<file path="src/rtl/mlpwm_pkg.sv">
package mlpwm_pkg;
  localparam int LEVELS = 7;
  localparam int NCAR   = LEVELS - 1;
  localparam int HALF   = NCAR / 2;
  localparam int GATE_W = 10;
  localparam int LVL_W  = 3;

  typedef logic [GATE_W-1:0]        gate_t;
  typedef logic signed [LVL_W-1:0]  lvl_t;

  localparam gate_t GATE_ZERO = 10'b1010101010;

  // bit 9 drives the first switch of the leg
  function automatic gate_t level_to_gate(input lvl_t l);
    gate_t g;
    case (l)
      3'sd1:   g = 10'b1001001100;
      3'sd2:   g = 10'b1001001110;
      3'sd3:   g = 10'b1001100110;
      -3'sd1:  g = 10'b0110110011;
      -3'sd2:  g = 10'b0110011011;
      -3'sd3:  g = 10'b0110011001;
      default: g = GATE_ZERO;
    endcase
    return g;
  endfunction
endpackage

</file>
<file path="src/rtl/mlpwm_carrier.sv">
module mlpwm_carrier #(
  parameter int PER_W = 10
) (
  input  logic             clk,
  input  logic             rst_n,
  input  logic [PER_W-1:0] period,
  output logic [PER_W-1:0] cnt,
  output logic [PER_W-1:0] per_use,
  output logic             at_peak
);
  logic             up_q;
  logic [PER_W-1:0] cnt_q;
  logic [PER_W-1:0] per_q;

  // the half-period is re-read only at a valley
  always_comb begin
    if (cnt_q == '0) per_use = (period == '0) ? PER_W'(1) : period;
    else             per_use = per_q;
    at_peak = up_q && (cnt_q >= per_use);
  end

  always_ff @(posedge clk or negedge rst_n) begin
    if (!rst_n) begin
      up_q  <= 1'b1;
      cnt_q <= '0;
      per_q <= PER_W'(1);
    end else begin
      per_q <= per_use;
      if (up_q) begin
        if (at_peak) begin
          up_q  <= 1'b0;
          cnt_q <= per_use - PER_W'(1);
        end else begin
          cnt_q <= cnt_q + PER_W'(1);
        end
      end else if (cnt_q == '0) begin
        up_q  <= 1'b1;
        cnt_q <= PER_W'(1);
      end else begin
        cnt_q <= cnt_q - PER_W'(1);
      end
    end
  end

  assign cnt = cnt_q;

  AST_CNT_BOUND: assert property (@(posedge clk) disable iff (!rst_n)
    cnt_q <= per_q);
  AST_PEAK_TURN: assert property (@(posedge clk) disable iff (!rst_n)
    at_peak |=> !up_q);
  AST_VALLEY_TURN: assert property (@(posedge clk) disable iff (!rst_n)
    (!up_q && cnt_q == '0) |=> (up_q && cnt_q == PER_W'(1)));
endmodule

</file>
<file path="src/rtl/mlpwm_ref_hold.sv">
module mlpwm_ref_hold #(
  parameter int REF_W = 16
) (
  input  logic                    clk,
  input  logic                    rst_n,
  input  logic                    window,
  input  logic                    ref_valid,
  input  logic signed [REF_W-1:0] ref_data,
  output logic                    ref_ready,
  output logic signed [REF_W-1:0] ref_q
);
  assign ref_ready = window;

  always_ff @(posedge clk or negedge rst_n) begin
    if (!rst_n)                      ref_q <= '0;
    else if (ref_valid && ref_ready) ref_q <= ref_data;
  end

  AST_HOLD_STABLE: assert property (@(posedge clk) disable iff (!rst_n)
    !(ref_valid && ref_ready) |=> $stable(ref_q));
endmodule

</file>
<file path="src/rtl/mlpwm_level_cmp.sv">
module mlpwm_level_cmp
  import mlpwm_pkg::*;
#(
  parameter int REF_W = 16,
  parameter int PER_W = 10
) (
  input  logic signed [REF_W-1:0] ref_q,
  input  logic [PER_W-1:0]        cnt,
  input  logic [PER_W-1:0]        per_use,
  output lvl_t                    level
);
  localparam int CW = ((REF_W > PER_W + 3) ? REF_W : PER_W + 3) + 1;

  logic signed [CW-1:0] ref_s, per_s, cnt_s;
  logic [NCAR-1:0]      above;

  assign ref_s = CW'(ref_q);
  assign per_s = $signed(CW'(per_use));
  assign cnt_s = $signed(CW'(cnt));

  for (genvar k = 0; k < NCAR; k++) begin : g_band
    localparam logic signed [CW-1:0] OFF = CW'(k - HALF);
    logic signed [CW-1:0] carrier;
    assign carrier  = OFF * per_s + cnt_s;
    assign above[k] = ref_s > carrier;
  end

  assign level = lvl_t'($countones(above)) - lvl_t'(HALF);
endmodule

</file>
<file path="src/rtl/mlpwm_gate_reg.sv">
module mlpwm_gate_reg
  import mlpwm_pkg::*;
(
  input  logic  clk,
  input  logic  rst_n,
  input  lvl_t  level,
  output gate_t gate_q,
  output lvl_t  level_q
);
  always_ff @(posedge clk or negedge rst_n) begin
    if (!rst_n) begin
      gate_q  <= GATE_ZERO;
      level_q <= '0;
    end else begin
      gate_q  <= level_to_gate(level);
      level_q <= level;
    end
  end

  AST_LEG_COMPL: assert property (@(posedge clk) disable iff (!rst_n)
    (gate_q[9] != gate_q[8]) && (gate_q[7] != gate_q[6]));
  AST_LEVEL_RANGE: assert property (@(posedge clk) disable iff (!rst_n)
    level_q != -3'sd4);
endmodule

</file>
<file path="src/rtl/mlpwm_gate_top.sv">
module mlpwm_gate_top
  import mlpwm_pkg::*;
#(
  parameter int REF_W = 16,
  parameter int PER_W = 10
) (
  input  logic                    clk,
  input  logic                    rst_n,
  input  logic                    ref_valid,
  output logic                    ref_ready,
  input  logic signed [REF_W-1:0] ref_data,
  input  logic [PER_W-1:0]        period,
  output logic [GATE_W-1:0]       gate,
  output logic signed [LVL_W-1:0] level_idx
);
  logic [PER_W-1:0]        cnt, per_use;
  logic                    at_peak;
  logic signed [REF_W-1:0] ref_q;
  lvl_t                    level_c, level_q;
  gate_t                   gate_q;

  mlpwm_carrier #(.PER_W(PER_W)) u_car (
    .clk(clk), .rst_n(rst_n), .period(period),
    .cnt(cnt), .per_use(per_use), .at_peak(at_peak)
  );

  mlpwm_ref_hold #(.REF_W(REF_W)) u_hold (
    .clk(clk), .rst_n(rst_n), .window(at_peak),
    .ref_valid(ref_valid), .ref_data(ref_data),
    .ref_ready(ref_ready), .ref_q(ref_q)
  );

  mlpwm_level_cmp #(.REF_W(REF_W), .PER_W(PER_W)) u_cmp (
    .ref_q(ref_q), .cnt(cnt), .per_use(per_use), .level(level_c)
  );

  mlpwm_gate_reg u_gate (
    .clk(clk), .rst_n(rst_n), .level(level_c),
    .gate_q(gate_q), .level_q(level_q)
  );

  assign gate      = gate_q;
  assign level_idx = level_q;

  AST_READY_ONE_CYCLE: assert property (@(posedge clk) disable iff (!rst_n)
    ref_ready |=> !ref_ready);
endmodule

</file>
<file path="config.mk">
export PLATFORM = sky130hd
export DESIGN_NAME = mlpwm_gate_top
export DESIGN_NICKNAME = d
export VERILOG_FILES = /design/src/rtl/mlpwm_pkg.sv /design/src/rtl/mlpwm_carrier.sv /design/src/rtl/mlpwm_ref_hold.sv /design/src/rtl/mlpwm_level_cmp.sv /design/src/rtl/mlpwm_gate_reg.sv /design/src/rtl/mlpwm_gate_top.sv
export SDC_FILE = /design/constraint.sdc
export NUM_CORES = 1
export LEC_CHECK = 0
export ABC_AREA = 1
export BUFFER_PORTS_ARGS = -buffer_cell sky130_fd_sc_hd__buf_2
export CORE_MARGIN = 10
export CORE_UTILIZATION = 44
export CTS_BUF_LIST = sky130_fd_sc_hd__clkbuf_16
export CTS_CLUSTER_DIAMETER = 40
export DETAILED_ROUTE_END_ITERATION = 7
export PLACE_DENSITY = 0.72
export SLEW_MARGIN = 20
export SYNTH_ARGS = -nofsm -noshare
export SYNTH_HDL_FRONTEND = slang
export SYNTH_SLANG_ARGS = --single-unit
</file>
<file path="constraint.sdc">
create_clock -name clk -period 7.8 [get_ports clk]
set_clock_uncertainty 0.1 [all_clocks]
set_input_delay 0.39 -clock clk [delete_from_list [all_inputs] [get_ports clk]]
set_output_delay 0.39 -clock clk [all_outputs]
set_load 0.02 [all_outputs]
</file>
; After elaboration in Yosys (flattened, before gate mapping)
; Cells that the tools add are included.
[op_classes]
n_lt_le_gt_ge = 7
addsub = 16
n_mul = 1
eq_ne = 6
n_reduce_logical = 4
n_mux = 9
[op_table]
columns = operator, count
row1 = $pmux W10 S6, 1
row2 = $add A17 B11 Y17, 3
row3 = $gt A16 B17 Y1, 3
row4 = $mux W10, 5
row5 = $logic_not A10 Y1, 2
row6 = $sub A10 B1 Y10 const B, 2
row7 = $neg A10 Y17, 1
row8 = $gt A16 B11 Y1, 1
row9 = $gt A16 B12 Y1, 1
row10 = $gt A16 B13 Y1, 1
row11 = $neg A10 Y16, 1
row12 = $mul A3 B11 Y14 const A, 1
row13 = $add A11 B10 Y12, 1
row14 = $add A10 B10 Y11, 1
row15 = $add A10 B1 Y10 const B, 1
row16 = $ge A10 B10 Y1, 1
row17 = $eq A3 B3 Y1 const B, 3
row18 = $add A1 B1 Y2, 3
row19 = $add A3 B3 Y3, 2
row20 = $eq A3 B2 Y1 const B, 2
row21 = $eq A3 B1 Y1 const B, 1
row22 = $mux W1, 3
row23 = $sub A3 B3 Y3 const B, 1
row24 = $logic_and A1 B1 Y1, 2
[word_totals]
wordCells = 49
inputBits = 29
ff_bits = 50

; Logic depth before layout (Yosys ltp)
; Gate-level depths: netlist of run 1.
[depth]
depth_word = 12
ltp_mapped = 48
depth_no_buf = 48

; Cells and area by module
; Synthesis of run 1 repeated with hierarchy kept, for this count alone.
[unflattened]
cells_unflattened = 1148
area_unflattened_um2 = 8027.7
[modules_own_cells]
columns = mod, area_each_um2, n_inst, seq_area_each_um2, cells_each
row1 = mlpwm_level_cmp, 5112.4, 1, 0.0, 783
row2 = mlpwm_carrier, 1890.6, 1, 528.0, 269
row3 = mlpwm_ref_hold, 698.2, 1, 400.4, 71
row4 = mlpwm_gate_reg, 326.6, 1, 256.5, 25

; Worst setup path before layout of run 1
; OpenSTA, ideal clock, no wires.
[synth_path]
path_kind = reg-to-reg
start = register u_car.cnt_q[1], in the netlist u_car.cnt[1]
end = register u_gate.gate_q[8]
required_ns = 7.584
path_stages_with_launch = 43
arrival_time_ns = 7.428
period_less_slack_ns = 7.644
setup_ns = 0.116
path_slack_ns = 0.156
path_buffers = 1
cell_sequence = dfrtp_1 > inv_1 > ha_1 > nand2_2 > nor2_4 > nand2_2 > buf_6 > o21ai_2 > xor2_1 > inv_1 > ha_1 > ha_1 > fa_1 > nand3_1 > nand2_1 > nand2_1 > a21oi_1 > nor2_1 > [... 7 more ...] > nand3_1 > nand2_1 > ha_1 > nand2_1 > or4_1 > nor3_1 > nand2_1 > nand3_1 > o21ai_0 > ha_1 > fa_1 > fa_1 > inv_1 > ha_1 > nor3_1 > inv_1 > nand2_1 > nor2_1
[synth_via]
elab_chain_cells = 11
elab_cells_between_ends = 29
cone_classes = add/sub (13) / mul (1) / order compare (6) / eq/ne (6) / mux (2) / reduce/logical (1)
[synth_rtl]
columns = item, line
row1 = "start, declared", mlpwm_carrier.sv:12  ; logic [PER_W-1:0] cnt_q;
row2 = "start signal, assigned", mlpwm_carrier.sv:32  ; cnt_q <= per_use - PER_W'(1);
row3 = "start signal, assigned", mlpwm_carrier.sv:34  ; cnt_q <= cnt_q + PER_W'(1);
row4 = "start signal, assigned", mlpwm_carrier.sv:40  ; cnt_q <= cnt_q - PER_W'(1);
row5 = $logic_not A10 Y1 (*), mlpwm_carrier.sv:17  ; if (cnt_q == '0) per_use = (period == '0) ? PER_W'(1) : period;
row6 = $mux W10 (*), mlpwm_carrier.sv:17
row7 = named net per_use[1], mlpwm_gate_top.sv:16  ; logic [PER_W-1:0] cnt, per_use;
row8 = "$mul A3 B11 Y14, or another cell as far along", mlpwm_level_cmp.sv:24  ; assign carrier = OFF * per_s + cnt_s;
row9 = $add A17 B11 Y17, mlpwm_level_cmp.sv:24
row10 = $gt A16 B17 Y1, mlpwm_level_cmp.sv:25  ; assign above[k] = ref_s > carrier;
row11 = $add A1 B1 Y2 (implied by the code), mlpwm_level_cmp.sv:28  ; assign level = lvl_t'($countones(above)) - lvl_t'(HALF);
row12 = $add A3 B3 Y3 (implied by the code), mlpwm_level_cmp.sv:28
row13 = $add A3 B3 Y3 (implied by the code) (*), mlpwm_level_cmp.sv:28
row14 = $sub A3 B3 Y3 (*), mlpwm_level_cmp.sv:28
row15 = named net level_c[1], mlpwm_gate_top.sv:19  ; lvl_t level_c, level_q;
row16 = "$eq A3 B3 Y1, or another cell as far along", mlpwm_pkg.sv:16  ; case (l)
row17 = $pmux W10 S6 (*), mlpwm_pkg.sv:16
row18 = "end signal, assigned", mlpwm_gate_reg.sv:15  ; gate_q <= level_to_gate(level);
row19 = "end, declared", mlpwm_gate_reg.sv:7  ; output gate_t gate_q,
; Mark *: on every way through the listed nets, which the timed path passes. The rest lies on a longest branch.
; A chain may end at the register's enable or synchronous reset.

; Worst setup path after layout of run 1
[layout_path]
start = register u_car.cnt_q[5], in the netlist u_car.cnt[5]
end = register u_gate.gate_q[8]
; The elaborated chain is that of the path after synthesis.

==> results of run 1 <==
## report_power, final
| group | leakage [nW] | switching, mW | internal, mW |
|---|---|---|---|
| Sequential | 0.543 | 0.0183 | 0.281 |
| Clock | 0.0812 | 0.0970 | 0.150 |
| Combinational | 3.96 | 0.135 | 0.0846 |
## placed cells by master, fill, tap and decap left out, types with 4 or more instances in the layout
cell,n
o21ai_0,32
nor2_4,5
o21bai_1,4
nand3_2,7
buf_4,40
fa_1,5
dfstp_2,7
inv_1,114
nor3_1,20
nor2_2,5
nand4_1,29
nand3_1,48
nand2_1,218
xor2_1,57
nand2_4,5
o21a_1,7
buf_2,41
o211ai_1,8
xnor2_1,13
a21o_1,8
dfrtp_1,39
inv_2,6
nor4_1,4
ha_1,151
nand2_2,14
clkbuf_16,5
a21oi_1,80
nor2_1,68
## path summary, 6_finish.rpt
path,startpoint,end,slack (ps),depth (start not counted)
min in group clk,ref_data[1],u_hold.ref_q[1],240,3
max in group asynchronous,rst_n,u_car.cnt[2],7130,1
min,rst_n,u_hold.ref_q[15],-0.6,1
max reg2reg,u_car.cnt[5],u_gate.gate_q[8],510,45
max,u_car.cnt[5],u_gate.gate_q[8],510,45
min reg2reg,u_hold.ref_q[0],u_hold.ref_q[0],400,2
## worst max-delay path, delay by kind of cell (launching register included)
family / cells / cell delay, ps
DFF: 1 / 400
and+or+nand+nor: 23 / 2550
adders and majority gates: 10 / 2940
AOI/OAI and AO/OA: 4 / 470
xor gates and xnor gates: 2 / 320
buffers and inverters: 6 / 360
## area by class of cell
cell class	instances	area, µm²
well taps	220	275
clock inverters	3	38.8
inverters	121	459
clock buffers	5	125
repair buffers	81	505
multi-input cells	838	5870
flip-flops and latches	47	1190
fillers	1638	8120
## metal layers
layer  vias up  share of wire (%)  GRT usage, %  routed length (µm)
li1       3608                  -             -                   -
met1      3294                 46          26.1                9640
met2       258                 44          29.1                9320
met3        41                7.9          3.14                1670
met4         0                2.3          4.28                 496
met5         -                  0             0                   0
## state kept, by name (all words and copies together), names as in the netlist
signal,cells
u_hold.ref_q,16
u_car.up_q,1
u_car.cnt,10
u_car.per_q,10
u_gate.level_q,3
u_gate.gate_q,7
## through the flow
| step | hold slack [ps] | cells | total power, mW |
|---|---|---|---|
| 5_1_grt | 56.8 | 1315 | 0.812 |
| 2_1_floorplan | -5.59 | 1025 | 0.440 |
| 3_5_place_dp | 368 | 1291 | 0.505 |
| 4_1_cts | 237 | 1299 | 0.754 |
| 3_3_place_gp | 361 | 1291 | 0.497 |
| 6_report | -0.581 | 1315 | 0.766 |
## kinds of logic (layout without fill, tap and decap cells)
logic type / count (synthesis) / after routing / share of synthesized area [%]
and+or+nand+nor: 436 / 437 / 26.8
AOI/OAI and AO/OA: 168 / 168 / 13.1
adders and majority gates: 163 / 163 / 28.1
buffers and inverters: 141 / 210 / 7.84
xor gates and xnor gates: 70 / 70 / 8.24
DFF: 47 / 47 / 15.9
## timing repair
action,4_1_cts,5_1_grt
pin swaps,0,23
cloned,0,1
endpoints found under the setup margin,4,8
buffers inserted,0,15
resized for setup,3,50
==> metrics.cfg, run 1 <==
[detailed_routing]
drc_errors=0
dr.pass1.iters=5
via_per_inst=5.48
drt-wirelength-per-cell_um=16.1
detail-route-antenna-nets=0
finalWirelength_um=21100
vias=7201
first_iter_violations=452

[floorplanning]
die_w_um=150
io-pin-count=43
start_util_pct=44.9
dieArea_um2=22500
rows=47
die_y_um=150
core_um2=16600

[cts]
clock_latency_ps=300
numCtsBuffers=5
cts-root-buf=clkbuf_16
htree_levels=2
cts_tree=built
cts.sinks=47
clkSlewWorstSetupHoldPaths_ps=70
cts_buffer_depth=2
cts_hold_buffers=0

[global_routing]
grt_max_degree=48
antenna_found_initial=0
grt.overflow.total=0
grt_pass1_wl_um=34000
track_usage_pct=18.6
grt_pass1_vias=6668

[critical_path]
crit_type=register to register
cp-end-kind=register
worstSetupStartpointType=register
cp_max_fo=6
cp_slowest_cell=fa_2
crit_arrival_ps=7370
max_stage_delay_ps=590
critPathMostFrequentCell=nand2_1
worstPathRequired_ps=7890

[layout]
design_area_um2=8460
drive_above_1_share_pct=15.3
diodes=0
final_util_pct=51.0
syn2layout_area_growth_pct=13.7
num-nets-final=1286

[yosys]
avgSynthCellArea_um2=7.26
synth_top_area_share_pct=26.2
synth_fp_nets=1217
synth_seq_cells=47
syn-cell-area_um2=7440
synth.most_common_cell=nand2_1
yosysTopAreaCell=ha_1
seq_area_frac_synth_pct=15.9
synth-main-ff-cell=dfrtp_1
ys_warn_count=0
netlist_instances=1025
ys_top_cells_by_area=ha_1 26%, dfrtp_1 13%, nand2_1 11%
netlist_top_cells_count=223 x nand2_1, 156 x ha_1, 119 x inv_1, 83 x a21oi_1, 73 x nor2_1
synth_edf_count=0
ys_async_sr_fraction_pct=100
synth_cell_type_count=51

[place]
port_buffers=42
gp_congestion=1.00
hpwlAfterDp_um=17300
pre_cts_ws_ps=-91.0
placed_area_um2=7980

[timing]
fin_setup_tns_ps=0
fin_crit_sh_pct=93.4
finalHoldWorstSlack_ps=-0.581
hold_viol_final=1
fmax_mhz=137
setup_ws_ps=512
final.min_clock_period_ps=7290
drv_slew=0
max_slew.worst_pin.slew_ps=865
setup_viol=0
slew_headroom_pct=42.1

[pwr]
p_per_area_nw_per_um2=90.6
p_leak_nw=4.58
peakVddDrop_uv=109

[worst_hold_path]
hold_path.class=input pin to async pin

[run_status]
status=complete, but fails checks
violations=negative hold slack

[run]
maxCapViolCount=0

Note: power is estimated with default switching activity, not from simulation.
==> inputs of run 2 (changes only) <==
- CTS_CLUSTER_DIAMETER: 40 -> default
- clock period: 7.8 -> 5.9 ns (I/O delays scaled with it)
==> run 2 against run 1 <==
The run ends with negative setup slack left; total power rose by 56%; setup slack got worse by 1700 ps; critical path depth fell by 1; final cell count rose by 12%; global-route usage rose by 2.2 points; register-to-register slack got worse by 1700 ps; utilization rose by 8.4 points; die area did not move; highest routed layer unchanged; first-iteration DRC count rose by 0.88%; fmax rose by 2.7%.
==> metrics.cfg, run 2 (synthesized netlist as in run 1, its figures left out) <==
[detailed_routing]
detail-route-antenna-nets=0  ; unchanged
drt-wirelength-per-cell_um=15.8  ; was 16.1 µm
drc_errors=0  ; unchanged
vias=7800  ; was 7,201
dr.pass1.iters=7  ; was 5
via_per_inst=5.31  ; was 5.48
finalWirelength_um=23300  ; was 21,100 µm
first_iter_violations=456  ; was 452

[run_status]
violations=negative setup slack  ; was negative hold slack
status=complete, but fails checks  ; unchanged

[layout]
diodes=0  ; unchanged
final_util_pct=59.5  ; was 51.0%
largest_reg_flops=16  ; unchanged
num-nets-final=1441  ; was 1,286
layout_commonest_cell=nand2_1  ; unchanged
final_cell_mix=212 x nand2_1, 188 x buf_4, 143 x ha_1  ; was 218 x nand2_1, 151 x ha_1, 114 x inv_1
drive_above_1_share_pct=27.5  ; was 15.3%
fin_cells=1470  ; was 1,315
syn2layout_area_growth_pct=32.6  ; was 13.7%
design_area_um2=9860  ; was 8460 µm²
top_register=u_hold.ref_q  ; unchanged

[floorplanning]
dieArea_um2=22500  ; unchanged
rows=47  ; unchanged
start_util_pct=44.9  ; unchanged
die_y_um=150  ; unchanged
core_um2=16600  ; unchanged
io-pin-count=43  ; unchanged
die_w_um=150  ; unchanged

[place]
place_inst=1449  ; was 1,291
placed_area_um2=9260  ; was 7980 µm²
pre_cts_ws_ps=-1370  ; was -91.0 ps
port_buffers=42  ; unchanged
hpwlAfterDp_um=19000  ; was 17,300 µm
gp_congestion=0.947  ; was 1.00

[pwr]
p_per_area_nw_per_um2=121  ; was 90.6 nW/µm²
peakVddDrop_uv=129  ; was 109 µV
p_leak_nw=5.37  ; was 4.58 nW

[global_routing]
grt_pass1_wl_um=37600  ; was 34,000 µm
grt_max_degree=48  ; unchanged
antenna_found_initial=0  ; unchanged
grt_pass1_vias=7741  ; was 6,668
track_usage_pct=20.8  ; was 18.6%
grt.overflow.total=0  ; unchanged

[run]
maxCapViolCount=0  ; unchanged

[critical_path]
crit_type=register to register  ; unchanged
worstPathRequired_ps=6000  ; was 7890 ps
cp_slowest_cell=fa_2  ; unchanged
critPathMostFrequentCell=ha_4  ; was nand2_1
cp_max_fo=6  ; unchanged
crit_arrival_ps=7190  ; was 7370 ps
max_stage_delay_ps=460  ; was 590 ps
worstSetupStartpointType=register  ; unchanged
cp-end-kind=register  ; unchanged

[timing]
setup_ws_ps=-1200  ; was 512 ps
final.min_clock_period_ps=7100  ; was 7290 ps
setup_viol=10  ; was 0
fin_crit_sh_pct=120  ; was 93.4%
slew_headroom_pct=51.6  ; was 42.1%
fmax_mhz=141  ; was 137 MHz
grt_setup_unrepaired=true
max_slew.worst_pin.slew_ps=726  ; was 865 ps
hold_viol_final=0  ; was 1
drv_slew=0  ; unchanged

[worst_hold_path]
hold_path.class=input pin to register  ; was input pin to async pin

[cts]
clock_latency_ps=310  ; was 300 ps
cts-root-buf=clkbuf_16  ; unchanged
cts.sinks=47  ; unchanged
htree_levels=2  ; unchanged
clkSlewWorstSetupHoldPaths_ps=70  ; about the same
cts_buffer_depth=2  ; unchanged
numCtsBuffers=5  ; unchanged
cts_tree=built  ; unchanged

-- run 2: cell types whose count changed in the layout (fill, tap and decap cells not counted), moves of 3 or more --
cell,before,now
o21ai_2,3,0
nand2_1,218,212
ha_1,151,143
nand2_2,14,18
ha_4,2,12
o21ai_0,32,29
buf_4,40,188
o21ai_1,3,9
buf_6,0,7
-- run 2: timing repair --
item	4_1_cts	5_1_grt
pin swaps	34	38
cloned	0	0
setup endpoints to repair	10	10
hold endpoints to repair	0	40
resized for setup	36	32
hold buffers	0	1
setup buffers	8	5
-- run 2: layer usage --
metal	GRT usage, %	wire length [µm]	up-vias
li1	-	-	3912
met1	24.3	9780	3617
met2	36.7	11200	210
met3	2.87	1210	61
met4	10.1	1050	0
met5	0	0	-
-- run 2: path summary, 6_finish.rpt --
kind	cells past startpoint	slack [ps]	endpoint	start
max reg2reg	44	-1200	u_gate.gate_q[8]	u_car.cnt[7]
max in group asynchronous	2	4800	u_car.cnt[1]	rst_n
max	44	-1200	u_gate.gate_q[8]	u_car.cnt[7]
min reg2reg	2	380	u_hold.ref_q[0]	u_hold.ref_q[0]
min	3	150	u_hold.ref_q[2]	ref_data[2]
min in group asynchronous	2	450	u_car.cnt[7]	rst_n
-- run 2: final cells by class --
type	count	area [µm²]
fillers	1448	6720
multi-input cells	837	6040
repair buffers	237	1710
flip-flops and latches	47	1190
inverters	121	464
well taps	220	275
clock buffers	5	125
clock inverters	3	67.6
-- run 2: metrics by stage --
stage / TNS, ps / hold slack (ps) / power, mW
floorplan: -7870 / -101 / 0.609
global placement: -8210 / 360 / 0.726
detailed placement: -10640 / 373 / 0.741
CTS: -9360 / 131 / 1.18
global route: -13360 / 171 / 1.25
finish: -9120 / 150 / 1.19
-- run 2: worst max-delay path: cells and delay by family (launching register included) --
family	cells	cell delay [ps]
simple gates	20	2320
fa+ha+maj	10	2640
compound gates	5	580
xor+xnor	2	330
flops	1	390
buf+inv	7	570
-- run 2: power by group --
part           internal [mW]  switching [mW]
sequential             0.372          0.0256
clock                  0.243           0.138
combinational          0.197           0.218
